<file path="config.mk">
export PLATFORM = sky130hd
export DESIGN_NAME = raster_timing_gen
export DESIGN_NICKNAME = d
export VERILOG_FILES = /design/src/rtl/raster_pkg.sv /design/src/rtl/raster_hcount.sv /design/src/rtl/raster_vcount.sv /design/src/rtl/raster_events.sv /design/src/rtl/raster_timing_gen.sv
export SDC_FILE = /design/constraint.sdc
export NUM_CORES = 1
export LEC_CHECK = 0
export ABC_AREA = 0
export BUFFER_PORTS_ARGS = -buffer_cell sky130_fd_sc_hd__buf_2
export CORE_ASPECT_RATIO = 0.75
export CORE_MARGIN = 4
export CORE_UTILIZATION = 52
export DETAILED_ROUTE_END_ITERATION = 7
export GPL_ROUTABILITY_DRIVEN = 1
export PLACE_DENSITY = 0.72
export SYNTH_ARGS = -nofsm -noshare
export SYNTH_HDL_FRONTEND = slang
export SYNTH_SLANG_ARGS = --single-unit
</file>
<file path="constraint.sdc">
create_clock -name clk -period 5.2 [get_ports clk]
set_input_delay 0.26 -clock clk [delete_from_list [all_inputs] [get_ports clk]]
set_output_delay 0.26 -clock clk [all_outputs]
set_load 0.03 [all_outputs]
</file>
<file path="src/rtl/raster_pkg.sv">
package raster_pkg;

    localparam int H_W        = 12;
    localparam int V_W        = 12;
    localparam int PIX_W      = H_W + V_W;
    localparam int FRAME_W    = 24;
    localparam int FRAME_LO_W = 8;
    localparam int FRAME_HI_W = FRAME_W - FRAME_LO_W;
    localparam int FS_DLY_W   = 2;

    typedef enum logic {
        FC_AT_VBLANK = 1'b0,
        FC_AT_ACTIVE = 1'b1
    } fc_mode_e;

    typedef struct packed {
        logic [H_W-1:0] total;
        logic [H_W-1:0] blank_start;
        logic [H_W-1:0] sync_start;
        logic [H_W-1:0] sync_end;
    } hcfg_t;

    typedef struct packed {
        logic [V_W-1:0]      total;
        logic [V_W-1:0]      blank_start;
        logic [V_W-1:0]      sync_start;
        logic [V_W-1:0]      sync_end;
        logic [FS_DLY_W-1:0] fs_extra;
        fc_mode_e            fc_mode;
    } vcfg_t;

    // Line on which frame start lands: blank start plus the extra delay, wrapped.
    function automatic logic [V_W-1:0] fs_line(input logic [V_W-1:0]      vbs,
                                               input logic [FS_DLY_W-1:0] extra,
                                               input logic [V_W-1:0]      vtot);
        logic [V_W:0] sum;
        sum = {1'b0, vbs} + {{(V_W+1-FS_DLY_W){1'b0}}, extra};
        if (sum >= {1'b0, vtot})
            sum = sum - {1'b0, vtot};
        return sum[V_W-1:0];
    endfunction

    // True when the current line is the one just before the target line.
    function automatic logic line_before(input logic [V_W-1:0] cur,
                                         input logic [V_W-1:0] target);
        return ({1'b0, cur} + (V_W+1)'(1)) == {1'b0, target};
    endfunction

endpackage

</file>
<file path="src/rtl/raster_hcount.sv">
module raster_hcount
    import raster_pkg::*;
(
    input  logic           clk,
    input  logic           rst,
    input  logic           clr,
    input  logic           adv,
    input  hcfg_t          cfg,
    output logic [H_W-1:0] h_o,
    output logic           eol_o,
    output logic           at_hbs_o,
    output logic           at_hss_o,
    output logic           in_hblank_o,
    output logic           in_hsync_o
);

    logic [H_W-1:0] h_q;

    assign eol_o       = (h_q == cfg.total - H_W'(1));
    assign at_hbs_o    = (h_q == cfg.blank_start);
    assign at_hss_o    = (h_q == cfg.sync_start);
    assign in_hblank_o = (h_q >= cfg.blank_start);
    assign in_hsync_o  = (h_q >= cfg.sync_start) && (h_q < cfg.sync_end);
    assign h_o         = h_q;

    always_ff @(posedge clk) begin
        if (clr)
            h_q <= '0;
        else if (adv)
            h_q <= eol_o ? '0 : h_q + H_W'(1);
    end

    // horizontal position only steps by one or returns to zero
    p_h_step_r1: assert property (@(posedge clk) disable iff (rst)
        (h_q != $past(h_q)) |-> (h_q == '0 || h_q == $past(h_q) + H_W'(1)));

endmodule

</file>
<file path="src/rtl/raster_vcount.sv">
module raster_vcount
    import raster_pkg::*;
(
    input  logic           clk,
    input  logic           rst,
    input  logic           clr,
    input  logic           adv,
    input  logic           eol,
    input  vcfg_t          cfg,
    output logic [V_W-1:0] v_o,
    output logic           eof_o,
    output logic           in_vblank_o,
    output logic           in_vsync_o,
    output logic           pre_vbl_o,
    output logic           pre_vs_o,
    output logic           fs_hit_o
);

    logic [V_W-1:0] v_q;
    logic [V_W-1:0] fs_target;

    assign fs_target   = fs_line(cfg.blank_start, cfg.fs_extra, cfg.total);
    assign eof_o       = (v_q == cfg.total - V_W'(1));
    assign in_vblank_o = (v_q >= cfg.blank_start);
    assign in_vsync_o  = (v_q >= cfg.sync_start) && (v_q < cfg.sync_end);
    assign pre_vbl_o   = line_before(v_q, cfg.blank_start);
    assign pre_vs_o    = line_before(v_q, cfg.sync_start);
    assign fs_hit_o    = (v_q == fs_target);
    assign v_o         = v_q;

    always_ff @(posedge clk) begin
        if (clr)
            v_q <= '0;
        else if (adv && eol)
            v_q <= eof_o ? '0 : v_q + V_W'(1);
    end

    // scanline only steps by one or returns to zero
    p_line_step_r2: assert property (@(posedge clk) disable iff (rst)
        (v_q != $past(v_q)) |-> (v_q == '0 || v_q == $past(v_q) + V_W'(1)));

    // the line never moves unless the previous clock ended a line or cleared
    p_line_hold_r2: assert property (@(posedge clk) disable iff (rst)
        ($past(!clr) && !$past(eol)) |-> $stable(v_q));

endmodule

</file>
<file path="src/rtl/raster_events.sv">
module raster_events
    import raster_pkg::*;
(
    input  logic               clk,
    input  logic               rst,
    input  logic               clr,
    input  logic               adv,
    input  logic               run,
    input  logic               eol,
    input  logic               eof,
    input  logic               at_hss,
    input  logic               at_hbs,
    input  logic               pre_vbl,
    input  logic               pre_vs,
    input  logic               fs_hit,
    input  fc_mode_e           fc_mode,
    output logic               vbl_stb_o,
    output logic               vs_stb_o,
    output logic               fs_stb_o,
    output logic [PIX_W-1:0]   pix_o,
    output logic [FRAME_W-1:0] frame_o
);

    logic               frame_inc;
    logic               frame_wrap;
    logic [PIX_W-1:0]   pix_q;
    logic [FRAME_W-1:0] frame_q;

    // Events sit on the hsync start of the line ahead; frame start on hblank start.
    assign vbl_stb_o  = run && at_hss && pre_vbl;
    assign vs_stb_o   = run && at_hss && pre_vs;
    assign fs_stb_o   = run && at_hbs && fs_hit;
    assign frame_wrap = eol && eof;
    assign frame_inc  = (fc_mode == FC_AT_ACTIVE) ? frame_wrap : vbl_stb_o;

    always_ff @(posedge clk) begin
        if (rst)
            frame_q <= '0;
        else if (adv && frame_inc)
            frame_q <= frame_q + FRAME_W'(1);
    end

    always_ff @(posedge clk) begin
        if (clr)
            pix_q <= '0;
        else if (adv)
            pix_q <= frame_wrap ? '0 : pix_q + PIX_W'(1);
    end

    assign pix_o   = pix_q;
    assign frame_o = frame_q;

    // start-of-vblank strobe lasts one clock
    p_vbl_single_r3: assert property (@(posedge clk) disable iff (rst)
        vbl_stb_o |=> !vbl_stb_o);

    // vsync strobe lasts one clock
    p_vs_single_r5: assert property (@(posedge clk) disable iff (rst)
        vs_stb_o |=> !vs_stb_o);

    // frame-start strobe lasts one clock
    p_fs_single_r6: assert property (@(posedge clk) disable iff (rst)
        fs_stb_o |=> !fs_stb_o);

    // pixel position restarts at zero after the last pixel of a frame
    p_pix_wrap_r7: assert property (@(posedge clk) disable iff (rst)
        (adv && frame_wrap) |=> (pix_q == '0));

    // frame count never jumps by more than one
    p_frame_step_r8: assert property (@(posedge clk) disable iff (rst)
        (frame_q != $past(frame_q)) |-> (frame_q == $past(frame_q) + FRAME_W'(1)));

endmodule

</file>
<file path="src/rtl/raster_timing_gen.sv">
module raster_timing_gen
    import raster_pkg::*;
(
    input  logic                  clk,
    input  logic                  rst,
    input  logic                  en,
    input  logic [H_W-1:0]        sh_htotal,
    input  logic [H_W-1:0]        sh_hblank_start,
    input  logic [H_W-1:0]        sh_hsync_start,
    input  logic [H_W-1:0]        sh_hsync_end,
    input  logic [V_W-1:0]        sh_vtotal,
    input  logic [V_W-1:0]        sh_vblank_start,
    input  logic [V_W-1:0]        sh_vsync_start,
    input  logic [V_W-1:0]        sh_vsync_end,
    input  logic [FS_DLY_W-1:0]   sh_fs_delay,
    input  logic                  sh_fc_mode,
    output logic                  hsync_o,
    output logic                  vsync_o,
    output logic                  hblank_o,
    output logic                  vblank_o,
    output logic                  blank_o,
    output logic [V_W-1:0]        scanline_o,
    output logic [PIX_W-1:0]      pixel_o,
    output logic [FRAME_HI_W-1:0] frame_hi_o,
    output logic [FRAME_LO_W-1:0] frame_lo_o,
    output logic                  vbl_stb_o,
    output logic                  fs_stb_o,
    output logic                  vs_stb_o,
    output logic                  latch_o
);

    hcfg_t sh_h, act_h;
    vcfg_t sh_v, act_v;

    logic run_q;
    logic clr, adv;
    logic [H_W-1:0] h_pos;
    logic eol, eof;
    logic at_hbs, at_hss, in_hblank, in_hsync;
    logic in_vblank, in_vsync, pre_vbl, pre_vs, fs_hit;
    logic vbl_stb, vs_stb, fs_stb;
    logic [FRAME_W-1:0] frame_cnt;

    assign sh_h = '{total: sh_htotal, blank_start: sh_hblank_start,
                    sync_start: sh_hsync_start, sync_end: sh_hsync_end};
    assign sh_v = '{total: sh_vtotal, blank_start: sh_vblank_start,
                    sync_start: sh_vsync_start, sync_end: sh_vsync_end,
                    fs_extra: sh_fs_delay, fc_mode: fc_mode_e'(sh_fc_mode)};

    assign clr = rst || !en;
    assign adv = run_q && en && !rst;

    // The first enabled clock parks on pixel 0 of line 0; counting starts after it.
    always_ff @(posedge clk) begin
        if (clr)
            run_q <= 1'b0;
        else
            run_q <= 1'b1;
    end

    // Active timing set: follows the shadow while idle, else only on the latch pulse.
    always_ff @(posedge clk) begin
        if (clr || vbl_stb) begin
            act_h <= sh_h;
            act_v <= sh_v;
        end
    end

    raster_hcount u_hcount (
        .clk         (clk),
        .rst         (rst),
        .clr         (clr),
        .adv         (adv),
        .cfg         (act_h),
        .h_o         (h_pos),
        .eol_o       (eol),
        .at_hbs_o    (at_hbs),
        .at_hss_o    (at_hss),
        .in_hblank_o (in_hblank),
        .in_hsync_o  (in_hsync)
    );

    raster_vcount u_vcount (
        .clk         (clk),
        .rst         (rst),
        .clr         (clr),
        .adv         (adv),
        .eol         (eol),
        .cfg         (act_v),
        .v_o         (scanline_o),
        .eof_o       (eof),
        .in_vblank_o (in_vblank),
        .in_vsync_o  (in_vsync),
        .pre_vbl_o   (pre_vbl),
        .pre_vs_o    (pre_vs),
        .fs_hit_o    (fs_hit)
    );

    raster_events u_events (
        .clk       (clk),
        .rst       (rst),
        .clr       (clr),
        .adv       (adv),
        .run       (run_q),
        .eol       (eol),
        .eof       (eof),
        .at_hss    (at_hss),
        .at_hbs    (at_hbs),
        .pre_vbl   (pre_vbl),
        .pre_vs    (pre_vs),
        .fs_hit    (fs_hit),
        .fc_mode   (act_v.fc_mode),
        .vbl_stb_o (vbl_stb),
        .vs_stb_o  (vs_stb),
        .fs_stb_o  (fs_stb),
        .pix_o     (pixel_o),
        .frame_o   (frame_cnt)
    );

    assign hsync_o    = run_q && in_hsync;
    assign hblank_o   = run_q && in_hblank;
    assign vsync_o    = run_q && in_vsync;
    assign vblank_o   = run_q && in_vblank;
    assign blank_o    = hblank_o || vblank_o;
    assign vbl_stb_o  = vbl_stb;
    assign vs_stb_o   = vs_stb;
    assign fs_stb_o   = fs_stb;
    assign latch_o    = vbl_stb;
    assign frame_hi_o = frame_cnt[FRAME_W-1:FRAME_LO_W];
    assign frame_lo_o = frame_cnt[FRAME_LO_W-1:0];

    // the latch pulse brings the shadow set into force on the next clock
    p_latch_copy_r4: assert property (@(posedge clk) disable iff (rst)
        latch_o |=> (act_h == $past(sh_h)) && (act_v == $past(sh_v)));

    // while running, the active set only moves after a latch pulse
    p_cfg_hold_r4: assert property (@(posedge clk) disable iff (rst)
        (run_q && !$past(latch_o)) |-> ($stable(act_h) && $stable(act_v)));

    // nothing toggles in the parked clock before counting starts
    p_idle_quiet_r10: assert property (@(posedge clk) disable iff (rst)
        !run_q |-> (!hsync_o && !vsync_o && !blank_o && h_pos == '0 && scanline_o == '0));

endmodule

</file>
==> flow_summary_export.csv <==
group,metric,value,unit
status,run_status,"finished, final reports clean",
sta,max_freq,198,MHz
final_layout,area_growth_syn_to_layout,26.1,%
drt,detail_route.drc_violations,0,
drt,detailedRoute.firstPassIterationCount,5,
sta,layout_setup_ws,0.141,ns
cts,cts_buffer_depth,2,
drt,final_antenna_net_count,0,
placement,place_ws,0.223,ns
placement,placement.io_buffers,170,
critical_path,cpMaxStageDelayCell,"sky130_fd_sc_hd__fa_2",
synthesis,warnings_from_yosys,0,
final_layout,layout.nets,1630,
drt,wl_per_cell,17.5,um
critical_path,worstSetupStartpointType,"flop",
die,initial_utilization,0.536,
final_layout,antenna_cells,0,
critical_path,r2r_setup_slack,0.85,ns
grt,grt_pass1_vias,9177,
die,floorplan.die_area,23500,um2
grt,maximum_number_of_pins_on_one_net_before_global_route_repair,48,
synthesis,netlist-cell-type-count,73,
die,floorplan.rows,45,
sta,timing_max_transition_violations_final,0,
die,core,20500,um2
drt,first_iter_violations,836,
sta,max_slew_margin,0.310,
critical_path,crit_path_cell_trace,"ha_2, inv_1, fa_2, nand2b_4, nor4_4, xnor2_2, ha_1, buf_4, nand4_1, o21bai_1, a21oi_2, o22ai_4, buf_4, o41ai_2, mux2_2, a2111oi_0, and4b_1, buf_4",
grt,grt_overflow_total,0,
sta,fin_crit_period,5.06,ns
critical_path,cp_max_fo,5,
drt,detail_route.vias_per_cell,5.62,
cts,cts_inserted_buffers,17,
sta,fin_crit_sh,0.973,
critical_path,crit_top_cell,"sky130_fd_sc_hd__buf_4",
grt,grtUsageTotal,0.252,
sta,tightestPinTransition,1.03,ns
pwr,p_sw,871,uW
synthesis,synthArstFlopShare,0,
cts,tritoncts,"yes",
synthesis,post_synth.cell_area_avg,9.40,um2
synthesis,syn-instance-count,1168,
synthesis,synth-main-ff-cell,"sky130_fd_sc_hd__edfxtp_1",
placement,post-dp-hpwl,21.7,mm
pwr,post-layout-total-power,3310,uW
final_layout,drive_gt1_frac,0.190,
drt,total_via_count_after_detailed_routing,9736,
job,drv.max_cap_violation_count,0,
cts,clk_pin_slew_worst_paths,0.07,ns
sta,timing.clock.skew,0.0146,ns
critical_path,critical_path_required,4.94,ns
hold_path,min-delay-path-class,"in -> reg",
pwr,p_leak,0.00611,uW
cts,ctsRootBufferMaster,"sky130_fd_sc_hd__clkbuf_16",
die,fp.dieH,134,um
critical_path,arrival,4.80,ns
synthesis,synth.ff_latch_count,172,
critical_path,worstSetupEndpointType,"output pin",
synthesis,synth_area,11000,um2
sta,final-hold-violation-count,0,
grt,first_pass_grt_wire_length,47.3,mm
pwr,seqPwrFrac,0.466,
grt,grt_antenna_before_repair,0,
pwr,p_comb_frac,0.156,
cts,clock_tree.htree_level_count,4,
critical_path,crit_type,"reg -> out",
pwr,intPower,2440,uW
critical_path,timing.critical_path.slowest_cell_delay,0.37,ns
synthesis,net_count_synth,1362,
die,die-width,176,um
cts,clk-insertion-delay-late,0.44,ns
placement,gp_congestion,0.915,
pwr,switching_share,0.263,
pwr,worst_ir_drop_vdd,0.210,mV
synthesis,synth_enable_flop_cells,99,
pwr,power.density,239,nW/um2
cts,cts_num_sinks,172,
sta,setup_viol,0,
pwr,pwr-share-clk,0.378,
synthesis,synth_seq_area_share,0.404,
die,ioPinCount,171,
drt,detail_route.wirelength,30.3,mm
==> Yosys cell counts (all sizes together) (10+ instances only) <==
cell	count	area, um2
inv	107	402
nor2	100	375
edfxtp	99	2970
ha	90	1130
dfxtp	73	1460
nand2	71	267
xnor2	65	569
a21oi	53	265
xor2	45	394
nand3	40	200
o21ai	37	185
clkbuf	32	121
nand4	31	194
a21o	30	225
nor3	30	150
nor2b	29	181
mux2	22	248
nand2b	17	106
or3	17	106
nor4	15	93.8
or4	14	109
and3	12	75.1
buf	12	70.1
mux2i	11	110
o211ai	10	75.1
==> layout by cell type (no fill, tap or decap), drive strengths merged, types with 15 or more instances in the layout <==
cell and n:
mux2 22, nand2 71, nor2b 29, buf 200, dfxtp 73, dlygate4sd3 93
xnor2 65, a21o 30, xor2 45, clkbuf 20, nor4 15, nand3 40
nor3 30, nor2 100, nand4 31, or3 17, ha 90, o21ai 37
edfxtp 99, inv 111, a21oi 53, nand2b 17
==> timing repair <==
item                                   CTS  global route
setup buffers                            1             2
hold buffers                            92             1
gates resized for setup                  4            15
pin swaps                                1             4
setup endpoints to repair                1             1
endpoints found under the hold margin   92             1
==> layout make-up <==
cell class,instances,area [um2]
fillers,1626,6650
flip-flops and latches,172,4430
inverters,108,405
clock inverters,12,111
multi-input cells,844,6040
repair buffers,293,2040
well taps,282,353
clock buffers,20,458
==> path summary, 6_finish.rpt <==
kind,from,cells after the start,endpoint
hold / removal,sh_htotal[3],1,act_h[39]
setup / recovery,act_v[27],18,fs_stb_o
setup reg to reg,act_v[40],10,u_events.frame_o[13]
hold reg to reg,u_events.pix_o[23],2,u_events.pix_o[23]
==> routing by layer <==
layer / part of all wire / vias up / global-route usage / wire length, um
met3: 0.078 / 39 / 0.0580 / 2360
met5: 0 / - / 0 / 0
met2: 0.44 / 399 / 0.388 / 13400
met1: 0.46 / 4574 / 0.359 / 14100
met4: 0.015 / 0 / 0.0675 / 461
li1: - / 4724 / - / -
==> cell families after synthesis <==
logic type	Yosys count	synth area share
buf+inv	152	0.0544
compound gates	197	0.119
fa+ha+maj	92	0.106
simple gates	412	0.196
flops	172	0.404
xor+xnor	110	0.0878
mux	33	0.0326
==> through the flow <==
| step | instances | setup TNS (ns) | utilization | cell area, um2 | hold WS [ns] |
|---|---|---|---|---|---|
| after detailed placement | 1603 | 0 | 0.596 | 12200 | 0.438 |
| after floorplan | 1168 | 0 | - | 11000 | 0.359 |
| after global placement | 1603 | 0 | 0.596 | 12200 | 0.436 |
| final | 1731 | 0 | 0.675 | 13800 | 0.0218 |
| after global routing | 1731 | -0.0184 | 0.675 | 13800 | 0.000589 |
| after CTS | 1728 | 0 | 0.671 | 13800 | 0.000242 |
==> registers in the layout, summed over array words and instances, names as in the netlist <==
name	count
act_v	51
act_h	48
u_events.frame_o	24
u_events.pix_o	24
u_hcount.h_o	12
u_vcount.v_o	12
run_q	1
==> power groups by stage <==
stage	Sequential, uW	Clock (uW)	Combinational [uW]
after floorplan	1560	0	311
after global placement	1570	0	427
after detailed placement	1570	0	431
after CTS	1540	1270	493
after global routing	1550	1330	569
final	1540	1250	517
==> critical path: cells and delay by family (launching register included) <==
kind	cells	cell delay, ns
buf+inv	4	0.51
fa+ha+maj	3	0.88
compound gates	5	1.17
simple gates	4	0.92
flops	1	0.36
xor+xnor	1	0.13
mux	1	0.37
Power figures use the tool's default switching activity.
